<file path="config.mk">
export PLATFORM = sky130hd
export DESIGN_NAME = lcd_blink_timer
export DESIGN_NICKNAME = d
export VERILOG_FILES = /design/src/rtl/lcd_blink_timer.sv
export SDC_FILE = /design/constraint.sdc
export NUM_CORES = 1
export LEC_CHECK = 0
export BUFFER_PORTS_ARGS = -buffer_cell sky130_fd_sc_hd__clkbuf_2
export CORE_UTILIZATION = 55
export CTS_CLUSTER_DIAMETER = 80
export DETAILED_ROUTE_END_ITERATION = 16
export PLACE_DENSITY = 0.74
export SETUP_SLACK_MARGIN = 0.4
export SYNTH_ARGS = -nofsm -noshare
export SYNTH_HDL_FRONTEND = slang
export SYNTH_SLANG_ARGS = --single-unit
</file>
<file path="constraint.sdc">
create_clock -name clk -period 2.8 [get_ports clk]
set_input_delay 0.56 -clock clk [delete_from_list [all_inputs] [get_ports clk]]
set_output_delay 0.56 -clock clk [all_outputs]
set_load 0.005 [all_outputs]
</file>
<file path="src/rtl/lcd_blink_timer.sv">
module lcd_blink_timer #(
  parameter int NORM_BASE = 92160,
  parameter int SAVE_BASE = 15360
) (
  input  logic       clk,
  input  logic       rst,
  input  logic [1:0] blink_sel,
  input  logic       power_save,
  input  logic [1:0] mux_mode,
  input  logic       disp_en,
  output logic       bank_alt,
  output logic       blank,
  output logic       blink_tick
);
  localparam int TOP_BASE = (NORM_BASE > SAVE_BASE) ? NORM_BASE : SAVE_BASE;
  localparam int MAX_HALF = TOP_BASE * 2;
  localparam int CW = $clog2(MAX_HALF + 1);

  logic [CW-1:0] cnt, half_len, base_half;
  logic [4:0] cfg_q;
  logic phase;

  wire [4:0] cfg = {blink_sel, power_save, mux_mode};
  wire restart = (cfg != cfg_q);
  wire at_end = (cnt == half_len - CW'(1));

  assign base_half = power_save ? CW'(SAVE_BASE / 2) : CW'(NORM_BASE / 2);

  always_comb begin
    case (blink_sel)
      2'd1:    half_len = base_half;
      2'd2:    half_len = base_half << 1;
      2'd3:    half_len = base_half << 2;
      default: half_len = '0;
    endcase
  end

  always_ff @(posedge clk) begin
    if (rst) begin
      cnt        <= '0;
      phase      <= 1'b0;
      blink_tick <= 1'b0;
      cfg_q      <= '0;
    end else begin
      cfg_q      <= cfg;
      blink_tick <= 1'b0;
      if (restart || blink_sel == 2'd0) begin
        cnt   <= '0;
        phase <= 1'b0;
      end else if (at_end) begin
        cnt        <= '0;
        phase      <= ~phase;
        blink_tick <= 1'b1;
      end else begin
        cnt <= cnt + CW'(1);
      end
    end
  end

  assign bank_alt = phase & ~mux_mode[1];
  assign blank    = ~disp_en;

  AST_OFF_IDLE: assert property (@(posedge clk) disable iff (rst)
    (blink_sel == 2'd0) |=> (cnt == '0 && !phase && !blink_tick));
  AST_CNT_RANGE: assert property (@(posedge clk) disable iff (rst)
    (blink_sel != 2'd0 && !restart) |-> (cnt < half_len));
  AST_TICK_TOGGLES: assert property (@(posedge clk) disable iff (rst)
    blink_tick |-> (phase != $past(phase)));
  AST_TICK_SINGLE: assert property (@(posedge clk) disable iff (rst)
    blink_tick |=> !blink_tick);
  AST_RESTART: assert property (@(posedge clk) disable iff (rst)
    restart |=> (cnt == '0 && !phase && !blink_tick));
endmodule

</file>
# Yosys cells after proc, flatten, opt, wreduce, memory -nomap -nowiden
# Cells that the tools add are included.
op_classes:
  n_eq_ne: 5
  muxes: 3
  n_bitwise: 4
  n_reduce_logical: 4
  add_sub_neg: 2
op_table:
  columns: ["op", "n"]
  rows:
  - ["18-bit case mux with 3 select lines", 1]
  - ["18-bit by 1-bit adder with 18-bit output (second input constant)", 1]
  - ["18-bit == test", 1]
  - ["18-bit by 1-bit subtractor with 18-bit output (second input constant)", 1]
  - ["16-bit 2-to-1 mux", 1]
  - ["5-bit != test", 1]
  - ["2-bit == test (second input constant)", 2]
  - ["1-bit NOT", 3]
  - ["3-bit OR reduction", 1]
  - ["2-bit by 1-bit == test with 1-bit output (second input constant)", 1]
  - ["2-bit logical NOT", 1]
  - ["2-bit OR reduction", 1]
  - ["1-bit bitwise AND", 1]
  - ["1-bit logical OR", 1]
  - ["1-bit 2-to-1 mux", 1]
totals:
  wordCells: 22
  ff_bits: 25
  out_inout_bits: 3

# Longest topological paths before layout
logic_depth:
  ltp_word: 5
  depth_mapped: 10
  depth_no_buf: 8

# Worst setup path before layout
# Ideal clock, no wire load.
synth_path:
  path_kind: "input to register"
  from: "input port blink_sel[0]"
  to: "register cnt[15]"
  stages: 10
  path_slack_ps: 471
  required_time_ps: 2668
  n_path_buf: 2
  arrival_time_ps: 2197
  setup_time_ps: 132
  path_cell_list: "buf_2 -> nor2b_1 -> nand2_1 -> ha_1 -> xnor2_1 -> nor3_1 -> o2111ai_1 -> a211oi_4 -> buf_6 -> nor3_1"
synth_between:
  elab_chain_len: 5
synth_lines:
  columns: ["element", "line_no", "text"]
  rows:
  - ["start: declaration", "7", "input logic [1:0] blink_sel,"]
  - ["2-bit == test or 2-bit by 1-bit == test with 1-bit output (tied branches)", "30", "case (blink_sel)"]
  - ["18-bit case mux with 3 select lines", "30", null]
  - ["18-bit by 1-bit subtractor with 18-bit output", "25", "wire at_end = (cnt == half_len - CW'(1));"]
  - ["18-bit == test", "25", null]
  - ["3-bit OR reduction (no source line) (*)", null, null]
  - ["end signal: assignment", "55", "cnt <= cnt + CW'(1);"]
  - ["end: declaration", "19", "logic [CW-1:0] cnt, half_len, base_half;"]
# Every way passes the cells marked *; elsewhere a longest branch is shown, timed or not.
# A chain may end at the register's enable or synchronous reset.

# Worst setup path in the final report
layout_path:
  from: "input port blink_sel[0]"
  to: "register cnt[16]"
# The elaborated chain is that of the path after synthesis.

==> summary.txt <==
Logic synthesis
  – Synth cell types: 33
  – Sequential area share after synthesis: 38.2%
  – Top-count cell post-synth: dfxtp_1
  – Area contributors post-synth: dfxtp_1 (38%), xor2_1 (9.4%), nor3_1 (7.3%), xnor2_1 (6.7%), nand3_1 (4.2%)
  – Top post-synthesis cells by count: dfxtp_1 (25), nor3_1 (19), xor2_1 (14)
  – Syn Nets: 158
  – Mean post-synth cell area: 8.86 um2
  – Synth Flop Type: dfxtp_1
  – Yosys reg bits: 25
  – EDFF count, synth: 0
  – Cell Area, Synth: 1310 um2
  – Yosys warns: 0
  – Top cell type by total area after synthesis: dfxtp_1
  – Synth top area share: 38.2%
  – Async S/R FF share, synth: 0%
  – Syn Inst Count: 148

Timing
  – FMAX: 451 MHz
  – Final period utilization: 79.2%
  – Final hold slack: 457 ps
  – Relative slew slack: 54.7%
  – Final hold violation count: 0
  – Tmin final: about 2200 ps
  – Unrepaired setup endpoints after global routing: no
  – Clock Skew: 13.7 ps
  – Setup TNS: 0 ps
  – Final setup violation count: 0
  – Setup slack after layout: 582 ps
  – Worst-Margin Slew: 679 ps
  – Max-slew violation count: 0

Global route
  – Largest net degree at the start of global routing: 22
  – GRT Total Usage: 21.3%
  – First-pass GRT wire length: 4080 um
  – Vias in the first global route: 980
  – Grt ovf: 0
  – Initial antenna violation count: 0

Worst setup path
  – Crit path largest cell delay: around 220 ps
  – Crit Path Class: in2reg
  – Crit-path slowest cell: ha_1
  – CP Launch Type: primary input
  – Setup crit end kind: flop
  – Arrival time worst endpoint: ~2400 ps
  – CP max FO: 18
  – CP required: 2970 ps
  – Crit path cell chain: clkbuf_2 -> nor2b_1 -> nand2_1 -> ha_1 -> xnor2_1 -> and3_1 -> o2111ai_1 -> a211oi_4 -> buf_6 -> nor3_1

Cells and area
  – Final non-filler cell area: 1400 um2
  – Non-Filler Instances: between 150 and 200
  – Share of layout cells above drive strength 1: 12.8%
  – N_diodes: 0
  – Fin nets: about 170
  – Area growth syn-to-layout: 6.97%

Floorplan
  – Initial core utilization: 58.7%
  – # IOs: 11
  – Die W: 50.8 um
  – Core ar.: 2230 um2
  – Row Count: 17
  – Die height: slightly above 50 um
  – Full die area: 2580 um2

Place
  – DP HPWL: 1700 um
  – Final RePlAce weighted congestion: 0.870
  – Pre-CTS WS: 239 ps
  – Placed inst area: 1360 um2
  – Port bufs: 10
  – Placed Instances: 180

Pwr
  – Worst VDD drop: 0.000291 V
  – Leakage dissipation: 0.000463 uW
  – Power per cell area: 403 nW/um2

Worst hold path
  – Min-delay worst type: in2reg

Clocking
  – CTS Hold Buffers Added: 0
  – TritonCTS buffer count: 3
  – Clock transition at path regs: 140 ps
  – Root Buffer Master: clkbuf_4
  – Maximum level of the CTS H-tree: 1
  – Clock buffer depth: 2
  – CTS sink count: 25
  – Skew-Pair Late Insertion Delay: 320 ps
  – CTS tree: done

Run status
  – Status: finished clean

Routing
  – Final ANT Viol Nets: 0
  – DR vias/cell: 5.71
  – Drt total wl: around 2300 um
  – Drt first pass iters: 4
  – Routed vias: 1050
  – Avg WL per Cell: 12.7 um
  – Post-route DRC: 0
  – Initial DRC count: 12

Job
  – Max-cap viol count: 0
==> cells in the final DEF, fill, tap and decap left out, drive strengths merged, types with 2 or more instances in the layout <==
master and instances:
a21oi 3, clkbuf 13, xor2 14, nand3b 3
nand4 2, nor2 6, dfxtp 25, a211oi 2
a31oi 2, and3 4, or4b 2, nand3 11
nor3 19, o2111ai 2, ha 2, o21ai 3
nor3b 3, inv 3, xnor2 10, nand2 7
nand2b 3, nor2b 8
==> state kept, by name, indices dropped and copies added (netlist names) <==
name        flops
blink_tick      1
cfg_q           5
cnt            18
phase           1
==> cells by family (layout without fill, tap and decap cells) <==
logic type	after synthesis	count (layout)	synth area share, %
AND/OR/NAND/NOR	72	72	30.8
flip-flops	25	25	38.2
XOR/XNOR	24	24	16.0
AO/OA/AOI/OAI	13	13	7.16
buffers and inverters	10	18	4.29
adder cells (fa/ha/maj)	2	2	1.91
multiplexers	2	2	1.62
==> critical path, delay by kind of cell <==
family	cells	cell delay [ps]
AOI/OAI and AO/OA	2	410
xor gates and xnor gates	1	220
adders and majority gates	1	220
buffers and inverters	2	410
and+or+nand+nor	4	560
==> per-stage QoR <==
stage	util, %	total power [uW]
6_report	62.8	565
5_1_grt	62.8	592
4_1_cts	62.2	571
3_5_place_dp	60.8	413
3_3_place_gp	60.8	411
2_1_floorplan	-	401
==> metal layers <==
metal  part of all wire (%)  global-route usage [%]  vias to the layer above
li1                       -                       -                      531
met1                     46                    24.3                      497
met2                     49                    38.2                       16
met3                    2.7                    4.17                        6
met4                    1.9                    9.26                        0
met5                      0                       0                        -
==> layout make-up <==
cell class              count  area [um2]
clock buffers               3        22.5
multi-input cells         113         764
well taps                  28        35.0
repair buffers             11        61.3
fillers                   211         831
inverters                   3        11.3
clock inverters             1        7.51
flip-flops and latches     25         500
==> final timing paths <==
check	cells past startpoint	endpoint	start	slack (ps)
max	10	cnt[16]$_SDFF_PP0_	blink_sel[0]	580
min reg2reg	1	cnt[0]$_SDFF_PP0_	cnt[0]$_SDFF_PP0_	530
max reg2reg	7	cnt[16]$_SDFF_PP0_	cnt[0]$_SDFF_PP0_	760
min	2	cfg_q[3]$_SDFF_PP0_	rst	460
==> power breakdown <==
part	switching, uW	leakage (uW)	internal, uW	total [uW]
sequential	1.99	0.000203	360	362
combinational	23.7	0.000246	20.3	43.9
clock	105	0.0000139	54.4	159
total	131	0.000463	434	565
==> timing repair <==
item / CTS / global route
setup buffers: 0 / 0
gates resized for setup: 0 / 3
endpoints found under the hold margin: 0 / 0
endpoints found under the setup margin: 0 / 17
Note: power is estimated with default switching activity, not from simulation.
